==> config.mk <==
export PLATFORM = sky130hd
export DESIGN_NAME = line_xfer_engine
export DESIGN_NICKNAME = d
export VERILOG_FILES = /design/src/rtl/lxe_pkg.sv /design/src/rtl/lxe_regs.sv /design/src/rtl/lxe_timer.sv /design/src/rtl/lxe_seq.sv /design/src/rtl/line_xfer_engine.sv
export SDC_FILE = /design/constraint.sdc
export NUM_CORES = 1
export LEC_CHECK = 0
export BUFFER_PORTS_ARGS = -buffer_cell sky130_fd_sc_hd__buf_2
export CAP_MARGIN = 20
export CORE_ASPECT_RATIO = 1.2
export CORE_UTILIZATION = 50
export DETAILED_ROUTE_END_ITERATION = 10
export HOLD_SLACK_MARGIN = 0.1
export PLACE_DENSITY = 0.74
export SYNTH_ARGS = -nofsm -noshare
export SYNTH_HDL_FRONTEND = slang
export SYNTH_SLANG_ARGS = --single-unit
export TNS_END_PERCENT = 5
==> constraint.sdc <==
create_clock -name clk -period 3.5 [get_ports clk]
set_clock_uncertainty 0.1 [all_clocks]
set_input_delay 0.35 -clock clk [delete_from_list [all_inputs] [get_ports clk]]
set_output_delay 0.35 -clock clk [all_outputs]
set_load 0.005 [all_outputs]
==> src/rtl/lxe_pkg.sv <==
package lxe_pkg;

  localparam int REG_W     = 64;
  localparam int LEN_W     = 16;
  localparam int CAUSE_W   = 6;
  localparam int BIT_BUSY  = 16;
  localparam int BIT_ERR   = 17;
  localparam int BIT_ZF    = 24;
  localparam int BIT_NTF   = 28;
  localparam int CAUSE_LSB = 36;

  localparam logic [CAUSE_W-1:0] CAUSE_ACCESS = 6'h08;
  localparam logic [CAUSE_W-1:0] CAUSE_TMO    = 6'h10;

  typedef enum logic [1:0] {ST_IDLE, ST_READ, ST_WRITE, ST_NOTE} st_e;

  typedef struct packed {
    logic             zf;
    logic             ntf;
    logic [LEN_W-1:0] lines;
  } job_t;

  // true when the low off_bits of the address are all zero
  function automatic logic line_ok(input logic [63:0] a, input int unsigned off_bits);
    logic [63:0] m;
    m = (64'd1 << off_bits) - 64'd1;
    return (a & m) == 64'd0;
  endfunction

  function automatic logic job_misaligned(input job_t j, input logic [63:0] s,
                                          input logic [63:0] d, input logic [63:0] n,
                                          input int unsigned off_bits);
    return (!j.zf && !line_ok(s, off_bits)) || !line_ok(d, off_bits) ||
           (j.ntf && !line_ok(n, off_bits));
  endfunction

  function automatic st_e first_state(input job_t j);
    if (j.lines == '0) return j.ntf ? ST_NOTE : ST_IDLE;
    return j.zf ? ST_WRITE : ST_READ;
  endfunction

  function automatic st_e after_line(input job_t j, input logic last);
    if (last) return j.ntf ? ST_NOTE : ST_IDLE;
    return j.zf ? ST_WRITE : ST_READ;
  endfunction

  function automatic logic [REG_W-1:0] status_word(input logic busy, input logic err,
                                                   input logic [CAUSE_W-1:0] cause,
                                                   input logic zf, input logic ntf,
                                                   input logic [LEN_W-1:0] rem);
    logic [REG_W-1:0] w;
    w = '0;
    w[LEN_W-1:0] = rem;
    w[BIT_BUSY] = busy;
    w[BIT_ERR] = err;
    w[BIT_ZF] = zf;
    w[BIT_NTF] = ntf;
    w[CAUSE_LSB +: CAUSE_W] = cause;
    return w;
  endfunction

endpackage

==> src/rtl/lxe_regs.sv <==
module lxe_regs
  import lxe_pkg::*;
#(
  parameter int ADDR_W = 32
) (
  input  logic              clk,
  input  logic              rst_n,
  input  logic              wr_en,
  input  logic [1:0]        wr_sel,
  input  logic [REG_W-1:0]  wr_data,
  input  logic              busy,
  output logic [ADDR_W-1:0] src_q,
  output logic [ADDR_W-1:0] dst_q,
  output logic [ADDR_W-1:0] note_q,
  output logic              start,
  output job_t              start_job
);

  logic ctrl_wr;
  assign ctrl_wr = wr_en && (wr_sel == 2'd0);
  assign start   = ctrl_wr && wr_data[BIT_BUSY] && !busy;

  assign start_job.zf    = wr_data[BIT_ZF];
  assign start_job.ntf   = wr_data[BIT_NTF];
  assign start_job.lines = wr_data[LEN_W-1:0];

  always_ff @(posedge clk) begin
    if (!rst_n) begin
      src_q  <= '0;
      dst_q  <= '0;
      note_q <= '0;
    end else if (wr_en) begin
      case (wr_sel)
        2'd1:    src_q  <= wr_data[ADDR_W-1:0];
        2'd2:    dst_q  <= wr_data[ADDR_W-1:0];
        2'd3:    note_q <= wr_data[ADDR_W-1:0];
        default: ;
      endcase
    end
  end

  logic unused_wr_bits;
  assign unused_wr_bits = ^wr_data;

endmodule

==> src/rtl/lxe_timer.sv <==
module lxe_timer #(
  parameter int CNT_W = 16
) (
  input  logic             clk,
  input  logic             rst_n,
  input  logic             waiting,
  input  logic             answered,
  input  logic [CNT_W-1:0] limit,
  output logic             expired
);

  localparam logic [CNT_W-1:0] ONE = CNT_W'(1);

  logic [CNT_W-1:0] wait_cnt;

  assign expired = waiting && !answered && (wait_cnt == limit - ONE);

  always_ff @(posedge clk) begin
    if (!rst_n) begin
      wait_cnt <= '0;
    end else if (!waiting || answered || expired) begin
      wait_cnt <= '0;
    end else begin
      wait_cnt <= wait_cnt + ONE;
    end
  end

endmodule

==> src/rtl/lxe_seq.sv <==
module lxe_seq
  import lxe_pkg::*;
#(
  parameter int ADDR_W = 32,
  parameter int LINE_W = 64
) (
  input  logic               clk,
  input  logic               rst_n,
  input  logic               start,
  input  job_t               start_job,
  input  logic [ADDR_W-1:0]  src_in,
  input  logic [ADDR_W-1:0]  dst_in,
  input  logic [ADDR_W-1:0]  note_in,
  input  logic               rsp_valid,
  input  logic [CAUSE_W-1:0] rsp_err,
  input  logic [LINE_W-1:0]  rsp_data,
  input  logic               tmo,
  output logic               req,
  output logic               we,
  output logic [ADDR_W-1:0]  addr,
  output logic [LINE_W-1:0]  wdata,
  output logic               busy,
  output logic               err_q,
  output logic [CAUSE_W-1:0] cause_q,
  output job_t               job_q,
  output logic [LEN_W-1:0]   remain_q,
  output logic               in_note,
  output logic               ev_fail,
  output logic               ev_reject,
  output logic               ev_line_done
);

  localparam int LINE_BYTES = LINE_W / 8;
  localparam int unsigned OFF_BITS = $clog2(LINE_BYTES);
  localparam logic [ADDR_W-1:0] STEP = ADDR_W'(LINE_BYTES);
  localparam logic [LEN_W-1:0] ONE_LINE = LEN_W'(1);

  st_e               st;
  logic [ADDR_W-1:0] src_a, dst_a, note_a;
  logic [LINE_W-1:0] line_q;
  logic              rsp_bad, ev_ok;
  logic [CAUSE_W-1:0] fail_code;

  assign req     = (st != ST_IDLE);
  assign busy    = req;
  assign in_note = (st == ST_NOTE);
  assign we      = (st != ST_READ);

  always_comb begin
    case (st)
      ST_READ:  addr = src_a;
      ST_NOTE:  addr = note_a;
      default:  addr = dst_a;
    endcase
  end

  always_comb begin
    if (st == ST_NOTE)   wdata = {{(LINE_W-LEN_W){1'b0}}, job_q.lines};
    else if (job_q.zf)   wdata = '0;
    else                 wdata = line_q;
  end

  assign rsp_bad   = rsp_valid && (rsp_err != '0);
  assign ev_ok     = req && rsp_valid && !rsp_bad;
  assign ev_fail   = req && (rsp_bad || tmo);
  assign fail_code = rsp_bad ? rsp_err : CAUSE_TMO;
  assign ev_line_done = ev_ok && (st == ST_WRITE);
  assign ev_reject = start && job_misaligned(start_job, 64'(src_in), 64'(dst_in),
                                             64'(note_in), OFF_BITS);

  always_ff @(posedge clk) begin
    if (!rst_n) begin
      st       <= ST_IDLE;
      src_a    <= '0;
      dst_a    <= '0;
      note_a   <= '0;
      line_q   <= '0;
      job_q    <= '0;
      remain_q <= '0;
      err_q    <= 1'b0;
      cause_q  <= '0;
    end else if (start) begin
      job_q    <= start_job;
      remain_q <= start_job.lines;
      src_a    <= src_in;
      dst_a    <= dst_in;
      note_a   <= note_in;
      if (ev_reject) begin
        st      <= ST_IDLE;
        err_q   <= 1'b1;
        cause_q <= CAUSE_ACCESS;
      end else begin
        st      <= first_state(start_job);
        err_q   <= 1'b0;
        cause_q <= '0;
      end
    end else if (ev_fail) begin
      st      <= ST_IDLE;
      err_q   <= 1'b1;
      cause_q <= fail_code;
    end else if (ev_ok) begin
      case (st)
        ST_READ: begin
          line_q <= rsp_data;
          st     <= ST_WRITE;
        end
        ST_WRITE: begin
          remain_q <= remain_q - ONE_LINE;
          src_a    <= src_a + STEP;
          dst_a    <= dst_a + STEP;
          st       <= after_line(job_q, remain_q == ONE_LINE);
        end
        ST_NOTE: st <= ST_IDLE;
        default: st <= ST_IDLE;
      endcase
    end
  end

endmodule

==> src/rtl/line_xfer_engine.sv <==
module line_xfer_engine
  import lxe_pkg::*;
#(
  parameter int ADDR_W = 32,
  parameter int LINE_W = 64,
  parameter int TMO_W  = 16
) (
  input  logic               clk,
  input  logic               rst_n,
  input  logic               reg_wr,
  input  logic [1:0]         reg_sel,
  input  logic [REG_W-1:0]   reg_wdata,
  output logic [REG_W-1:0]   reg_rdata,
  input  logic [TMO_W-1:0]   timeout_cycles,
  output logic               mem_req,
  output logic               mem_we,
  output logic [ADDR_W-1:0]  mem_addr,
  output logic [LINE_W-1:0]  mem_wdata,
  input  logic               mem_rsp_valid,
  input  logic [CAUSE_W-1:0] mem_rsp_err,
  input  logic [LINE_W-1:0]  mem_rsp_data
);

  logic [ADDR_W-1:0]  src_q, dst_q, note_q;
  logic               ev_start, ev_fail, ev_reject, ev_line_done, ev_tmo;
  logic               busy, err_flag, in_note, run_zf;
  logic [CAUSE_W-1:0] cause;
  logic [LEN_W-1:0]   remain;
  job_t               start_job, job_q;

  lxe_regs #(.ADDR_W(ADDR_W)) u_regs (
    .clk(clk), .rst_n(rst_n), .wr_en(reg_wr), .wr_sel(reg_sel), .wr_data(reg_wdata),
    .busy(busy), .src_q(src_q), .dst_q(dst_q), .note_q(note_q),
    .start(ev_start), .start_job(start_job)
  );

  lxe_timer #(.CNT_W(TMO_W)) u_timer (
    .clk(clk), .rst_n(rst_n), .waiting(mem_req), .answered(mem_rsp_valid),
    .limit(timeout_cycles), .expired(ev_tmo)
  );

  lxe_seq #(.ADDR_W(ADDR_W), .LINE_W(LINE_W)) u_seq (
    .clk(clk), .rst_n(rst_n), .start(ev_start), .start_job(start_job),
    .src_in(src_q), .dst_in(dst_q), .note_in(note_q),
    .rsp_valid(mem_rsp_valid), .rsp_err(mem_rsp_err), .rsp_data(mem_rsp_data),
    .tmo(ev_tmo), .req(mem_req), .we(mem_we), .addr(mem_addr), .wdata(mem_wdata),
    .busy(busy), .err_q(err_flag), .cause_q(cause), .job_q(job_q), .remain_q(remain),
    .in_note(in_note), .ev_fail(ev_fail), .ev_reject(ev_reject), .ev_line_done(ev_line_done)
  );

  assign run_zf = job_q.zf;

  always_comb begin
    case (reg_sel)
      2'd0:    reg_rdata = status_word(busy, err_flag, cause, job_q.zf, job_q.ntf, remain);
      2'd1:    reg_rdata = REG_W'(src_q);
      2'd2:    reg_rdata = REG_W'(dst_q);
      default: reg_rdata = REG_W'(note_q);
    endcase
  end

endmodule

==> flow_summary_export.csv, run 1 <==
group,metric,value,unit
detailed_routing,drtIter0Drc,1218,
cts,cts_setup_buffers,0,
detailed_routing,wl_per_cell,17.8,um
sta,min_period,3.04,ns
logic_synthesis,synth_area_leader_cell,"dfxtp_1",
power,powerDensity,441,nW/um2
die,coreArea,29700,um2
worst_setup_path,rr_worst_depth,11,
detailed_routing,vias,15000,
cts,clk_path_buf_depth,3,
die,num_rows,69,
logic_synthesis,netlist_top_cells_count,"571 x nand2_1, 315 x dfxtp_1, 254 x a21oi_1",
logic_synthesis,async_flop_share,0,%
worst_setup_path,timing.rr.end,"u_seq.src_a[19]",
sta,final-max-slew-violation-count,0,
sta,setup_viol,0,
die,start_util,50.9,%
detailed_routing,vias_per_cell,5.62,
sta,rsz0062_at_grt,"no",
worst_setup_path,crit_fanout,7,
cts,cts_tree,"done",
grt,track_usage,30.0,%
cts,cts-buffers-inserted,34,
sta,tightest_slew,1.04,ns
logic_synthesis,ys.flop_type,"dfxtp_1",
grt,grt_pass1_wl,74.2,mm
sta,setup_tns,0,ns
final_layout,finish.utilization,63.1,%
detailed_routing,routed_wl,47.5,mm
logic_synthesis,synth_xor_area_share,5.77,%
worst_setup_path,critical_path_required,3.76,ns
cts,cts-resized-gates,0,
final_layout,seqCellArea,6310,um2
logic_synthesis,synth_area,15100,um2
logic_synthesis,synth_top_family_by_area,"simple AND/OR/NAND/NOR gates",
flow_run,drv_cap,0,
place,dpl_cell_area,16600,um2
worst_setup_path,crit_path_end,"u_seq.dst_a[26]",
grt,grt_max_degree,179,
logic_synthesis,ys_types,56,
worst_setup_path,critical_path.startpoint,"mem_rsp_err[3]",
grt,grt_remaining_overflow,0,
logic_synthesis,synthAdderAreaFrac,0.828,%
power,pwr-share-comb,10.2,%
final_layout,num-fill-cells,2605,
detailed_routing,remaining_drc_errors,0,
detailed_routing,final_antenna_net_count,0,
die,pin_count,318,
final_layout,area_growth,24.0,%
worst_setup_path,crit_type,"in2reg",
place,portBuffers,259,
cts,cts-root-buf,"clkbuf_16",
detailed_routing,first_pass_iters,6,
die,dieArea,30900,um2
sta,max-slew-margin-rel,30.4,%
hold_path,hp-class,"in2reg",
sta,period_share,86.8,%
power,ir_drop,0.301,mV
worst_setup_path,worstPathArrival,3.30,ns
logic_synthesis,synth-compound-area-share,16.1,%
power,p_int,6.20,mW
logic_synthesis,yosysWarnings,0,
logic_synthesis,synth-simple-area-share,26.1,%
final_layout,nNetsFinal,2422,
final_layout,drive_gt1_share,17.5,%
worst_setup_path,rrSetupSlack,0.67,ns
logic_synthesis,synth_mux_area_share,4.10,%
power,power.total,8.26,mW
hold_path,worstHoldStart,"mem_rsp_err[5]",
worst_setup_path,regToRegStartpoint,"u_seq.st[0]",
cts,insertion_delay,0.52,ns
logic_synthesis,yosysMostFrequentCell,"nand2_1",
sta,finalHoldViolations,0,
worst_setup_path,crit_path_end_kind,"flop",
run_status,status,"completed",
power,p_leak,7.39,nW
logic_synthesis,synth.ff_latch_count,315,
grt,antenna_found_initial,1,
worst_setup_path,crit_path_start_kind,"primary input",
cts,clkSlewWorstSetupHoldPaths,0.06,ns
grt,grt_pass1_vias,14300,
place,place_congestion,0.867,
die,die_w,161,um
final_layout,final_cell_area,18700,um2
die,fp.dieH,192,um
cts,clock-sinks,315,
power,p_sw,2.06,mW
place,post-dp-hpwl,30.8,mm
logic_synthesis,synth_top_area_share,41.7,%
logic_synthesis,synth-edff-count,0,
cts,htreeDepth,2,
power,switching_share,25.0,%
logic_synthesis,ys_top_cells_by_area,"dfxtp_1 42%, nand2_1 14%, a21oi_1 8.4%",
sta,clock.fmax,0.329,GHz
power,pwr-share-seq,45.6,%
logic_synthesis,synth.avg_cell_area,7.70,um2
power,clockPowerShare,44.2,%
final_layout,multiInputGateArea,8110,um2
logic_synthesis,synth-seq-area-share,41.7,%
cts,postCtsHoldBufs,101,
logic_synthesis,synthCells,1962,
critical path: stages:
cell,delay [ns]
dlygate4sd3_1,0.55
buf_2,0.13
nor4_1,0.46
nand4_1,0.35
buf_4,0.28
nor3_1,0.42
nand2_1,0.24
or3_1,0.35
nand3_1,0.08
a21oi_1,0.07
power by group through the flow:
stage	logic (mW)	registers, mW	clock network, mW
floorplan	0.456	3.81	0
global placement	0.725	3.84	0
detailed placement	0.736	3.84	0
CTS	0.830	3.76	3.70
global route	0.913	3.78	3.84
finish	0.841	3.77	3.65
flip-flops by register name, summed over array words and instances (netlist names), 18 cells and up:
signal / count
u_seq.src_a: 32
u_regs.src_q: 32
u_seq.dst_a: 32
u_seq.job_q: 18
u_seq.note_a: 32
u_regs.dst_q: 32
u_seq.line_q: 64
u_regs.note_q: 32
cell usage in the layout, fill, tap and decap left out, drive strengths merged, types with 8 or more instances in the layout:
| cell | synthesis | final |
|---|---|---|
| nand4 | 29 | 29 |
| and2 | 58 | 58 |
| conb | 1 | 26 |
| dlygate4sd3 | 0 | 101 |
| a22o | 12 | 12 |
| or3 | 11 | 11 |
| inv | 22 | 24 |
| and3 | 15 | 15 |
| a21oi | 254 | 254 |
| nand2b | 20 | 20 |
| buf | 37 | 294 |
| clkbuf | 125 | 49 |
| a311oi | 8 | 8 |
| nor2 | 96 | 96 |
| o21ai | 40 | 40 |
| ha | 10 | 10 |
| nor4 | 19 | 19 |
| nand2 | 571 | 571 |
| nand3 | 37 | 37 |
| a211oi | 42 | 42 |
| mux4 | 20 | 20 |
| xnor2 | 37 | 37 |
| xor2 | 60 | 60 |
| dfxtp | 315 | 315 |
| a22oi | 34 | 34 |
| nor3 | 21 | 21 |
| mux2 | 15 | 15 |
how the worst min path moves through the flow:
stage	endpoint	cells after the start
after floorplan	u_seq.cause_q[3]	2
after global placement	u_seq.line_q[27]	2
after detailed placement	u_seq.line_q[58]	2
after CTS	u_seq.cause_q[5]	3
after global routing	u_seq.cause_q[5]	3
final	u_seq.cause_q[5]	3
logic make-up (layout without fill, tap and decap cells):
group	after synthesis	after routing
buffers and inverters	185	474
adders and majority gates	10	10
xor gates and xnor gates	98	98
muxes	35	35
DFF	315	315
and+or+nand+nor	902	902
other	1	27
AOI/OAI and AO/OA	416	416
metrics by stage:
stage                     setup slack (ns)  cells  hold slack [ns]
after floorplan                      0.457   1987            0.331
after global placement               0.243   2509            0.338
after detailed placement             0.178   2509            0.342
after CTS                            0.497   2666            0.161
after global routing                 0.206   2667            0.194
final                                0.463   2667            0.172
area by class of cell:
class,instances,area share (%)
antenna,1,0.0134
clock buffer,49,5.49
clock inverter,7,0.501
inverter,23,0.501
multi-input combinational,1487,43.3
sequential,315,33.7
tap,390,2.60
timing repair buffer,395,13.9
per-layer routing:
metal,routed length (um),vias to the layer above,share of wire [%],track usage (%)
met4,1980,0,4.2,14.3
met1,19400,7092,41,35.8
met5,0,-,0,0
met3,2960,128,6.2,4.73
li1,-,7181,-,-
met2,23200,579,49,52.8
Power figures use the tool's default switching activity.
==> run 2, diff against run 1 <==
- ABC_AREA: default -> 1
- GPL_ROUTABILITY_DRIVEN: default -> 0
- PLACE_DENSITY: 0.74 -> 0.73
- TNS_END_PERCENT: 5 -> 20
==> flow_summary_export.csv, run 2 <==
group,metric,value,unit
run_status,status,"completed",
final_layout,nNetsFinal,2828,
worst_setup_path,cpPeakStageDelay,0.58,ns
place,portBuffers,259,
logic_synthesis,synth_top_area_share,38.8,%
sta,hold_ws,0.109,ns
power,pwr-share-seq,44.0,%
final_layout,regMostFlops,"u_seq.line_q",
die,die_w,167,um
sta,final-max-slew-violation-count,0,
worst_setup_path,crit_fanout,18,
worst_setup_path,crit_path_end_kind,"primary output",
sta,min_period,3.17,ns
sta,finalHoldViolations,0,
detailed_routing,vias,17500,
power,clockPowerShare,43.2,%
power,switching_share,27.1,%
die,dieArea,33300,um2
worst_setup_path,critical_path_required,3.05,ns
detailed_routing,remaining_drc_errors,0,
detailed_routing,first_pass_iters,7,
sta,setup_viol,0,
cts,insertion_delay,0.52,ns
detailed_routing,wl_per_cell,17.9,um
die,fp.dieH,200,um
grt,antenna_found_initial,1,
logic_synthesis,yosysMostFrequentCell,"nand2_1",
sta,setup_tns,0,ns
place,post-dp-hpwl,37.5,mm
worst_setup_path,crit_path_top_delay_cell,"nor2_2",
cts,clk_path_buf_depth,3,
final_layout,largest_reg_flops,64,
worst_setup_path,worstPathArrival,2.72,ns
power,ir_drop,0.384,mV
die,pin_count,318,
logic_synthesis,synth.ff_latch_count,315,
worst_setup_path,cp_cell_sequence,"inv_1 > ha_1 > nor2_2 > buf_4 > nand2_1 > o211ai_1 > buf_2",
detailed_routing,drtIter0Drc,1892,
grt,grt_max_degree,138,
power,p_int,6.33,mW
cts,clock-sinks,315,
power,p_sw,2.35,mW
power,pwr-share-comb,12.8,%
logic_synthesis,ys.flop_type,"dfxtp_1",
sta,tightest_slew,0.780,ns
worst_setup_path,crit_type,"reg2out",
power,p_leak,8.47,nW
worst_setup_path,crit_path_start_kind,"flop",
hold_path,worstHoldStart,"rst_n",
final_layout,layout_commonest_cell,"nand2_1",
logic_synthesis,synth-edff-count,0,
logic_synthesis,netlist_top_cells_count,"429 x nand2_1, 315 x dfxtp_1, 304 x o21ai_0",
detailed_routing,vias_per_cell,5.67,
cts,cts_setup_buffers,0,
sta,period_share,90.6,%
logic_synthesis,synth.avg_cell_area,6.81,um2
worst_setup_path,critical_path.startpoint,"u_seq.st[1]",
cts,htreeDepth,2,
grt,grt_remaining_overflow,0,
die,num_rows,72,
logic_synthesis,synth-seq-area-share,38.8,%
cts,cts_tree,"done",
sta,clock.fmax,0.315,GHz
power,powerDensity,439,nW/um2
worst_setup_path,regToRegStartpoint,"u_seq.st[0]",
flow_run,drv_cap,0,
final_layout,drive_gt1_share,15.4,%
sta,rsz0062_at_grt,"no",
detailed_routing,final_antenna_net_count,0,
final_layout,area_growth,21.5,%
logic_synthesis,async_flop_share,0,%
final_layout,final_cell_mix,"427 x nand2_1, 314 x dfxtp_1, 304 x o21ai_0",
cts,clkSlewWorstSetupHoldPaths,0.06,ns
logic_synthesis,synthCells,2389,
cts,cts-buffers-inserted,36,
sta,max-slew-margin-rel,47.9,%
die,start_util,50.6,%
logic_synthesis,synth_area,16300,um2
die,coreArea,32200,um2
cts,cts-root-buf,"clkbuf_16",
hold_path,hp-class,"in2reg",
grt,grt_pass1_vias,16100,
logic_synthesis,yosysWarnings,0,
detailed_routing,routed_wl,55.4,mm
logic_synthesis,ys_types,51,
grt,grt_pass1_wl,85.1,mm
logic_synthesis,ys_top_cells_by_area,"dfxtp_1 39%, nand2_1 9.9%, o21ai_0 9.4%",
grt,track_usage,32.2,%
logic_synthesis,synth_area_leader_cell,"dfxtp_1",
[run 2: worst max-delay path, delay by kind of cell, from the launching register on]
family          cells  cell delay, ns
buf+inv             3            0.63
fa+ha+maj           1            0.37
compound gates      1            0.14
simple gates        2            0.70
flops               1            0.36
[run 2: layout make-up]
class / instances / area, um2
Tap cell: 407 / 509
Sequential cell: 315 / 6310
Clock inverter: 10 / 92.6
Timing Repair Buffer: 384 / 2530
Fill cell: 2860 / 12400
Multi-Input combinational cell: 1651 / 8220
Clock buffer: 54 / 1080
Inverter: 274 / 1030
Antenna cell: 1 / 2.50
[run 2: logic make-up (layout without fill, tap and decap cells)]
family / Yosys count / after routing / synth area share [%]
AND/OR/NAND/NOR: 883 / 883 / 23.4
AO/OA/AOI/OAI: 682 / 682 / 22.9
buffers and inverters: 448 / 722 / 11.4
flip-flops: 315 / 315 / 38.8
XOR/XNOR: 50 / 50 / 2.78
adder cells (fa/ha/maj): 10 / 10 / 0.769
other: 1 / 27 / 0.0230
[run 2: what timing repair did]
item                      CTS  global route
hold endpoints to repair  124             0
gates resized for setup     0             0
hold buffers               92             0
[run 2: path summary, 6_finish.rpt]
path | endpoint | cells past startpoint | slack, ns
hold reg to reg | u_seq.line_q[8] | 2 | 0.35
hold / removal | u_regs.note_q[9] | 3 | 0.11
setup reg to reg | u_seq.remain_q[9] | 13 | 0.85
setup / recovery | mem_addr[14] | 7 | 0.33
[run 2: per-layer routing]
metal / global-route usage (%) / vias to the layer above / wire, um
li1: - / 8378 / -
met1: 37.3 / 8026 / 20900
met2: 54.7 / 929 / 26200
met3: 5.96 / 214 / 4670
met4: 21.0 / 0 / 3660
met5: 0 / - / 0
[run 2: through the flow]
step	util, %	std cells	setup slack [ns]	total power, mW	area, um2
detailed placement	54.9	2938	0.824	4.89	17700
global placement	54.9	2938	0.848	4.87	17700
global route	61.5	3096	0.282	8.98	19800
finish	61.5	3096	0.330	8.68	19800
floorplan	-	2414	1.51	4.51	16400
CTS	61.4	3094	0.406	8.68	19700
[run 2: power by group through the flow]
| stage | Clock, mW | Sequential, mW | Combinational (mW) |
|---|---|---|---|
| final | 3.75 | 3.82 | 1.11 |
| after global routing | 3.94 | 3.83 | 1.21 |
| after CTS | 3.78 | 3.81 | 1.09 |
| after detailed placement | 0 | 3.89 | 0.999 |
| after global placement | 0 | 3.89 | 0.981 |
| after floorplan | 0 | 3.85 | 0.655 |
